`config.mk`:
```
export PLATFORM = sky130hd
export DESIGN_NAME = ilv_window_router
export DESIGN_NICKNAME = d
export VERILOG_FILES = /design/src/rtl/ilv_window_router.sv
export SDC_FILE = /design/constraint.sdc
export NUM_CORES = 1
export LEC_CHECK = 0
export ABC_CLOCK_PERIOD_IN_PS = 8630
export BUFFER_PORTS_ARGS = -buffer_cell sky130_fd_sc_hd__buf_2
export CAP_MARGIN = 25
export CORE_MARGIN = 2
export CORE_UTILIZATION = 45
export DETAILED_ROUTE_END_ITERATION = 8
export PLACE_DENSITY = 0.63
export SYNTH_ARGS = -nofsm -noshare
export SYNTH_HDL_FRONTEND = slang
export SYNTH_SLANG_ARGS = --single-unit
```
`constraint.sdc`:
```
create_clock -name clk -period 8.63 [get_ports clk]
set_input_delay 1.726 -clock clk [delete_from_list [all_inputs] [get_ports clk]]
set_output_delay 1.726 -clock clk [all_outputs]
set_load 0.03 [all_outputs]
```
`src/rtl/ilv_window_router.sv`:
```
module ilv_window_router #(
  parameter int ADDR_W = 48,
  parameter int NB     = 4,
  parameter int PORTS  = 8
) (
  input  logic                       clk,
  input  logic                       rst_n,
  input  logic                       cfg_we,
  input  logic [$clog2(9+4*NB)-1:0]  cfg_addr,
  input  logic [31:0]                cfg_wdata,
  output logic [31:0]                cfg_rdata,
  output logic                       cfg_err,
  input  logic                       req_valid,
  output logic                       req_ready,
  input  logic                       req_write,
  input  logic [ADDR_W-1:0]          req_offset,
  input  logic [2:0]                 req_len,
  input  logic [63:0]                req_wdata,
  output logic                       fwd_valid,
  input  logic                       fwd_ready,
  output logic                       fwd_write,
  output logic [$clog2(NB)-1:0]      fwd_bridge,
  output logic [7:0]                 fwd_port,
  output logic [ADDR_W-1:0]          fwd_hpa,
  output logic [2:0]                 fwd_len,
  output logic [63:0]                fwd_wdata,
  output logic                       miss_valid,
  output logic                       miss_err,
  output logic [63:0]                miss_rdata
);

  localparam int BW  = $clog2(NB);
  localparam int PW  = $clog2(PORTS);
  localparam int CAW = $clog2(9+4*NB);
  localparam int SW  = (ADDR_W > 52) ? ADDR_W : 52;

  logic [ADDR_W-1:0] win_base;
  logic [31:0]       size_mb;
  logic [2:0]        win_ig;
  logic [3:0]        win_iw;
  logic [2:0]        dec_ig  [NB];
  logic [1:0]        dec_iw  [NB];
  logic              dec_com [NB];
  logic [31:0]       dec_lo  [NB];
  logic [31:0]       dec_hi  [NB];
  logic [PORTS-1:0]  dec_pres[NB];

  wire [CAW-1:0] cfg_rel   = cfg_addr - CAW'(8);
  wire           cfg_is_br = (cfg_addr >= CAW'(8)) && (cfg_addr < CAW'(8+4*NB));
  wire [BW-1:0]  cfg_br    = BW'(cfg_rel >> 2);

  logic cfg_reject;
  always_comb begin
    cfg_reject = 1'b0;
    if (cfg_is_br) begin
      if (cfg_addr[1:0] == 2'd0)
        cfg_reject = (cfg_wdata[3:0] > 4'd6) || (cfg_wdata[7:4] > 4'd3);
    end else begin
      case (cfg_addr)
        CAW'(2): cfg_reject = cfg_wdata[7:0] != 8'd0;
        CAW'(3): cfg_reject = (cfg_wdata[3:0] > 4'd6) || (cfg_wdata[7:4] > 4'(BW));
        default: cfg_reject = 1'b0;
      endcase
    end
  end

  always_comb begin
    cfg_rdata = 32'd0;
    if (cfg_is_br) begin
      case (cfg_addr[1:0])
        2'd0: cfg_rdata = {23'd0, dec_com[cfg_br], 2'd0, dec_iw[cfg_br], 1'b0, dec_ig[cfg_br]};
        2'd1: cfg_rdata = dec_lo[cfg_br];
        2'd2: cfg_rdata = dec_hi[cfg_br];
        default: cfg_rdata = 32'(dec_pres[cfg_br]);
      endcase
    end else begin
      case (cfg_addr)
        CAW'(0): cfg_rdata = win_base[31:0];
        CAW'(1): cfg_rdata = 32'(win_base[ADDR_W-1:32]);
        CAW'(2): cfg_rdata = size_mb;
        CAW'(3): cfg_rdata = {24'd0, win_iw, 1'b0, win_ig};
        default: cfg_rdata = 32'd0;
      endcase
    end
  end

  always_ff @(posedge clk) begin
    if (!rst_n) begin
      win_base <= '0;
      size_mb  <= '0;
      win_ig   <= '0;
      win_iw   <= '0;
      cfg_err  <= 1'b0;
      for (int i = 0; i < NB; i++) begin
        dec_ig[i]   <= '0;
        dec_iw[i]   <= '0;
        dec_com[i]  <= 1'b0;
        dec_lo[i]   <= '0;
        dec_hi[i]   <= '0;
        dec_pres[i] <= '0;
      end
    end else begin
      cfg_err <= cfg_we && cfg_reject;
      if (cfg_we && !cfg_reject) begin
        if (cfg_is_br) begin
          case (cfg_addr[1:0])
            2'd0: begin
              dec_ig[cfg_br]  <= cfg_wdata[2:0];
              dec_iw[cfg_br]  <= cfg_wdata[5:4];
              dec_com[cfg_br] <= cfg_wdata[8];
            end
            2'd1: dec_lo[cfg_br] <= cfg_wdata;
            2'd2: dec_hi[cfg_br] <= cfg_wdata;
            default: dec_pres[cfg_br] <= cfg_wdata[PORTS-1:0];
          endcase
        end else begin
          case (cfg_addr)
            CAW'(0): win_base[31:0] <= cfg_wdata;
            CAW'(1): win_base[ADDR_W-1:32] <= cfg_wdata[ADDR_W-33:0];
            CAW'(2): size_mb <= cfg_wdata;
            CAW'(3): begin
              win_ig <= cfg_wdata[2:0];
              win_iw <= cfg_wdata[7:4];
            end
            default: ;
          endcase
        end
      end
    end
  end

  wire [ADDR_W-1:0] hpa     = win_base + req_offset;
  wire [SW-1:0]     size_b  = SW'({size_mb, 20'd0});
  wire              in_win  = SW'(req_offset) < size_b;

  wire [ADDR_W-1:0] l1_q    = hpa >> (8 + win_ig);
  wire [BW-1:0]     sel_br  = l1_q[BW-1:0] & BW'((1 << win_iw) - 1);

  wire [ADDR_W-1:0] l2_q    = hpa >> (8 + dec_ig[sel_br]);
  wire [2:0]        tidx    = l2_q[2:0] & 3'((1 << dec_iw[sel_br]) - 1);
  wire [63:0]       tlist   = {dec_hi[sel_br], dec_lo[sel_br]};
  wire [7:0]        sel_port = tlist[{tidx, 3'b000} +: 8];
  wire              port_ok = (sel_port < 8'(PORTS)) && dec_pres[sel_br][sel_port[PW-1:0]];
  wire              hit     = in_win && dec_com[sel_br] && port_ok;

  assign req_ready  = !fwd_valid || fwd_ready;
  assign miss_rdata = 64'd0;
  wire accept = req_valid && req_ready;

  always_ff @(posedge clk) begin
    if (!rst_n) begin
      fwd_valid  <= 1'b0;
      fwd_write  <= 1'b0;
      fwd_bridge <= '0;
      fwd_port   <= '0;
      fwd_hpa    <= '0;
      fwd_len    <= '0;
      fwd_wdata  <= '0;
      miss_valid <= 1'b0;
      miss_err   <= 1'b0;
    end else begin
      if (fwd_valid && fwd_ready) fwd_valid <= 1'b0;
      miss_valid <= 1'b0;
      miss_err   <= 1'b0;
      if (accept) begin
        if (hit) begin
          fwd_valid  <= 1'b1;
          fwd_write  <= req_write;
          fwd_bridge <= sel_br;
          fwd_port   <= sel_port;
          fwd_hpa    <= hpa;
          fwd_len    <= req_len;
          fwd_wdata  <= req_wdata;
        end else begin
          miss_valid <= 1'b1;
          miss_err   <= !req_write;
        end
      end
    end
  end

  p_size_align_r1: assert property (@(posedge clk) disable iff (!rst_n)
    size_mb[7:0] == 8'd0);

  p_win_codes_r11: assert property (@(posedge clk) disable iff (!rst_n)
    (win_ig <= 3'd6) && (win_iw <= 4'(BW)));

  for (genvar g = 0; g < NB; g++) begin : g_dec_chk
    p_dec_codes_r11: assert property (@(posedge clk) disable iff (!rst_n)
      dec_ig[g] <= 3'd6);
  end

  p_fwd_port_r6: assert property (@(posedge clk) disable iff (!rst_n)
    fwd_valid |-> (fwd_port < 8'(PORTS)));

  p_miss_resp_r7: assert property (@(posedge clk) disable iff (!rst_n)
    miss_valid |-> (miss_err == !$past(req_write)));

  p_one_outcome_r8: assert property (@(posedge clk) disable iff (!rst_n)
    miss_valid |-> !$rose(fwd_valid));

  p_fwd_hold_r12: assert property (@(posedge clk) disable iff (!rst_n)
    (fwd_valid && !fwd_ready) |=> (fwd_valid && $stable(fwd_hpa) && $stable(fwd_port)
                                   && $stable(fwd_bridge)));

endmodule

```
---- Word-level counts from Yosys, hierarchy flattened ----
Memories as Yosys holds them, arrays and structs flattened.
Index checks and enable logic that the tools add are counted.
cells by class
  equality and inequality tests ........... 5
  multiplexer cells ....................... 51
  shift-type cells ........................ 5
  bitwise operators ....................... 5
  $lt $le $gt $ge ......................... 8
  $add $sub $neg .......................... 6
  reduce and logical (&&, ||, !) cells .... 31
operators with widths
  operator                                              count
  one-hot mux 32 bit (4 select lines)                   1
  2-to-1 mux 32 bit                                     3
  one-hot mux 32 bit (3 select lines)                   1
  OR reduction 32 bit                                   2
  variable part select 64 x 7 -> 8 bit                  1
  < comparator 48 x 52 -> 1 bit                         1
  adder 48 bit                                          1
  >> shifter 48 x 5 -> 2 bit                            1
  >> shifter 48 x 5 -> 3 bit                            1
  2-to-1 mux 1 bit                                      35
  2-to-1 mux 2 bit                                      7
  AND reduction 3 bit                                   4
  adder 4 x 3 -> 5 bit (first input constant)           2
  equality test 5 x 2 -> 1 bit (second input constant)  2
  OR reduction 3 bit                                    3
  > comparator 4 x 2 -> 1 bit (second input constant)   2
  logical AND 1 bit                                     8
  < comparator 8 x 4 -> 1 bit (second input constant)   1
  2-to-1 mux 8 bit                                      1
  nonzero test 8 bit                                    1
  OR reduction 8 bit                                    1
  equality test 5 x 1 -> 1 bit (second input constant)  1
  >= comparator 5 x 4 -> 1 bit (second input constant)  1
  zero test 5 bit                                       1
  22 further kinds                                      29
word-level totals
  memories ................................ 6
  register bits ........................... 217
  memory bits (writable) .................. 312
  input port bits ......................... 158
memories
  name      depth  bits a word  read ports  clocked after memory_dff  write ports  RTL line  text
  dec_hi    4      32           2           0                         4            45        logic [31:0] dec_hi [NB];
  dec_lo    4      32           2           0                         4            44        logic [31:0] dec_lo [NB];
  dec_pres  4      8            2           0                         4            46        logic [PORTS-1:0] dec_pres[NB];
  dec_ig    4      3            2           0                         4            41        logic [2:0] dec_ig [NB];
  dec_iw    4      2            2           0                         4            42        logic [1:0] dec_iw [NB];
  dec_com   4      1            2           0                         4            43        logic dec_com [NB];

---- Depth between registers and ports, before layout ----
An unclocked memory read counts as a cell.
  depth after elaboration ................. 14
  mapped depth ............................ 26
  depth with buffers taken out ............ 21

---- Worst setup path after synthesis ----
Ideal clock, no wire load.
  kind .................................... input-to-reg
  from .................................... input port req_offset[0]
  to ...................................... register fwd_bridge[0]
  data arrival time ....................... 7.408 ns
  stages on the path ...................... 24
  slack ................................... 1.151 ns
  required time ........................... 8.558 ns
  path buffers ............................ 5
  cells stage by stage .................... ha_1 -> fa_1 -> a211o_1 -> a221o_1 -> a2111o_1 -> a21o_1 -> nand3_1 -> a211oi_2 -> or3_1 -> buf_4 -> mux2i_2 -> mux2i_4 -> a211oi_2 -> a2111oi_2 -> o211a_1 -> buf_6 -> buf_2 -> mux2_2 -> and2_1 -> a211o_1 -> buf_4 -> nor2_8 -> buf_6 -> mux2i_1
on the way
  word-level cells in the longest chain between the ends .. 13
  elaborated cells on any way between the ends .. 23
ends and longest elaborated chain
  element                                                RTL line  text
  from (decl)                                            16        input logic [ADDR_W-1:0] req_offset,
  branches (longest 13 deep; another with adder 48 bit)  -
  to (signal assigned)                                   169       fwd_bridge <= sel_br;
  to (decl)                                              22        output logic [$clog2(NB)-1:0] fwd_bridge,
Parallel ways; which one is timed is not known. The select of a mux whose other input is x is not followed.
A chain may end at the register's enable or synchronous reset.

---- Worst setup path in the final report ----
  from .................................... input port req_offset[0]
  to ...................................... register fwd_len[1]
on the way
  word-level cells in the longest chain between the ends .. 13
  elaborated cells on any way between the ends .. 23
ends and longest elaborated chain
  element                                                RTL line  text
  branches (longest 11 deep; another with adder 48 bit)  -
  logical AND 1 bit (*)                                  144       wire hit = in_win && dec_com[sel_br] && port_ok;
  AND reduction 2 bit (no line) (*)                      -
  to (signal assigned)                                   172       fwd_len <= req_len;
  to (decl)                                              25        output logic [2:0] fwd_len,
Mark *: on every way between the ends. The select of a mux whose other input is x is not followed.

==> out/metrics.cfg <==
[global_route]
grt_max_degree = 177
globalRouteOverflowTotal = 0
grt_pass1_wl_mm = 148
track_usage_pct = 29.1
grt_antenna_before_repair = 6
grt_pass1_vias = 23300

[floorplanning]
die_area_um2 = 67400
die_h_um = 260
row_count = 93
coreArea_um2 = 64600
die_w_um = 260
initial_core_util_pct = 45.5
io_pins = 385

[place]
port_buffers = 320
hpwlAfterDp_mm = 72.8
numPlacedInstances = 3956
gp_congestion = 0.961

[power_and_ir_drop]
p_switching_uw = 1610
finalPower_uw = 5930
power_frac_seq_pct = 47.3
power_frac_comb_pct = 13.0
p_clk_share_pct = 39.7
p_sw_share_pct = 27.2
power_density_nw_per_um2 = 177
vdd_drop_max_v = 0.000133
p_leak_uw = 0.0136
internal_power_uw = 4320

[setup_path]
crit_path_start = req_offset[0]
critical_path_required_ns = 9.18
crit_family = compound AO/OA/AOI/OAI gates
rr_endpoint = fwd_len[1]$_SDFFE_PN0P_
cp_num_buf_inv = 3
cp.depth = 24
endpoint = fwd_len[1]$_SDFFE_PN0P_
worst-r2r-cell-count = 23
arrival_ns = 8.45
worstPathCellList = buf_2 > ha_1 > fa_1 > a211o_1 > a221o_1 > a2111o_1 > and3_1 > nor3b_2 > o221ai_1 > o21ai_1 > nand3_1 > nand2_1 > o21ai_0 > a2111oi_2 > o211a_1 > buf_4 > mux2i_1 > mux2i_1 > mux2i_1 > a32o_1 > o311ai_4 > nor2_8 > buf_12 > mux2i_1
crit_path_end_kind = flip-flop
crit_top_cell = mux2i_1
cp_slowest_cell = a2111oi_2
rr_startpoint = win_base[0]$_SDFFE_PN0P_
startpoint_type = input port
critPathKind = input port to flip-flop
crit_fanout = 27
r2r_slack_ns = 1.56
critPathMaxStageDelay_ns = 0.48

[timing]
rsz0062_at_grt = no
setup_viol = 0
period_share_pct = 91.5
slew_violations = 0
finalCriticalPeriod_ns = 7.90
tns_ns = 0
worstMarginPinSlew_ns = 1.08
slew_headroom_pct = 27.2
fmax_mhz = 127
clock_skew_ns = 0.0319
hold-worst-slack_ns = 0.454
finalHoldViolations = 0

[synth]
synthSimpleGateAreaFrac_pct = 19.9
synthAdderAreaFrac_pct = 3.22
synth_warnings = 0
avgSynthCellArea_um2 = 10.0
synth_xor_area_share_pct = 1.16
synth_top_flop_cell = edfxtp_1
synth_compound_area_share_pct = 11.2
netlist_area_um2 = 29400
async_flop_share_pct = 0
ys_seq_area_share_pct = 46.5
synth_top_family_by_area = simple AND/OR/NAND/NOR gates
synth_edf_count = 309
ys_types = 89
muxShareOfSynthArea_pct = 12.5
ys_ff_latch = 529
synthCells = 2940

[routing]
drt-initial-drc-count = 2707
viasPerCell = 5.93
drt_pass1_iterations = 6
dr_total_vias = 24000
drc = 0
avgRoutedWirePerCell_um = 24.9
wl_mm = 101
ant_nets = 0

[hold_path]
worstHoldPathType = flip-flop to flip-flop
whs_path_depth = 2

[finish]
fill_cells = 5786
register_area_um2 = 13700
final_cells = 4056
postLayoutCoreUtil_pct = 51.9
syn_to_final_growth_pct = 13.9
drive_gt1_share_pct = 19.0
multiInputGateArea_um2 = 14500
antennaDiodeCount = 0
fin_nets = 3392

[clock_tree]
htreeDepth = 2
cts.repair.resized = 0
cts_tree = done
cts_buffer_depth = 3
numClockSinks = 529
cts_setup_buffers = 0
hold_buffers = 0
clkTransAtPathRegs_ns = 0.06
cts-root-buf = clkbuf_16
cts_buffers = 56
clk_latency_ns = 0.65

[outcome]
status = finished, final reports clean

[job]
maxCapViolCount = 0

==> kinds of logic (layout without fill, tap and decap cells) <==
| kind of cell | after synthesis | count (layout) |
|---|---|---|
| flops | 529 | 529 |
| mux | 252 | 252 |
| buf+inv | 334 | 532 |
| compound gates | 521 | 521 |
| fa+ha+maj | 75 | 75 |
| other cells | 1 | 64 |
| xor+xnor | 39 | 39 |
| simple gates | 1189 | 1189 |
==> placed cells by master, fill, tap and decap left out, drive strengths merged, types with 89 or more instances in the layout <==
cell    instances
dfxtp         220
mux2i         151
and3          204
nand2         507
o21ai          94
buf           392
a21oi         195
mux4           89
edfxtp        309
and2          158
==> how the worst min path moves through the flow <==
stage / from / endpoint
after floorplan: size_mb[1]$_SDFFE_PN0P_ / size_mb[1]$_SDFFE_PN0P_
after global placement: fwd_wdata[4]$_SDFFE_PN0P_ / fwd_wdata[4]$_SDFFE_PN0P_
after detailed placement: fwd_wdata[37]$_SDFFE_PN0P_ / fwd_wdata[37]$_SDFFE_PN0P_
after CTS: fwd_wdata[37]$_SDFFE_PN0P_ / fwd_wdata[37]$_SDFFE_PN0P_
after global routing: fwd_wdata[38]$_SDFFE_PN0P_ / fwd_wdata[38]$_SDFFE_PN0P_
final: fwd_wdata[41]$_SDFFE_PN0P_ / fwd_wdata[41]$_SDFFE_PN0P_
==> worst reg2reg max path: cells and delay by family (launching register included) <==
kind | cells | cell delay (ns)
flops | 1 | 0.36
buf+inv | 2 | 0.59
compound gates | 10 | 3.51
simple gates | 5 | 1.06
fa+ha+maj | 2 | 0.68
mux | 4 | 0.79
==> Yosys cell counts, drive strengths merged (63+ instances only) <==
library cell	count	share of area, %
nand2	507	6.5
edfxtp	309	32
dfxtp	220	15
and3	204	4.4
a21oi	195	3.3
clkbuf	176	2.2
and2	158	3.4
mux2i	151	5.2
buf	118	2.7
o21ai	94	1.6
mux4	89	6.8
nor2	87	1.2
nand3	77	1.3
ha	74	3.1
nor3	63	1.1
==> per-stage QoR <==
step | cell area, µm² | setup WS [ns]
2_1_floorplan | 29600 | 1.15
3_3_place_gp | 31600 | 0.412
3_5_place_dp | 31700 | 0.209
4_1_cts | 33500 | 0.847
5_1_grt | 33500 | 0.389
6_report | 33500 | 0.732
==> power groups by stage <==
stage | combinational [µW] | clock (µW) | sequential, µW
final | 769 | 2350 | 2800
after global routing | 811 | 2480 | 2810
after CTS | 759 | 2380 | 2800
after detailed placement | 756 | 0 | 2860
after global placement | 746 | 0 | 2850
after floorplan | 492 | 0 | 2840
==> registers in the layout, summed over array words and instances (netlist names), 3 cells and up <==
register and flops:
fwd_len 3, dec_hi 128, dec_pres 32, win_ig 3
fwd_port 8, win_base 48, fwd_hpa 48, size_mb 32
fwd_wdata 64, dec_com 4, win_iw 4, dec_iw 8
dec_lo 128, dec_ig 12
==> layer usage <==
metal	up-vias	GRT usage, %	routed length, µm
met5	-	0	28
met3	216	4.97	8340
met2	1128	48.5	47900
met1	11700	37.4	40100
met4	4	12.4	4430
li1	11000	-	-
==> final cells by class <==
cell class | instances | share of cell area [%]
clock buffers | 70 | 4.40
repair buffers | 392 | 7.01
clock inverters | 30 | 0.897
inverters | 40 | 0.456
well taps | 855 | 3.19
flip-flops and latches | 529 | 40.9
multi-input cells | 2140 | 43.2
Note: power is estimated with default switching activity, not from simulation.
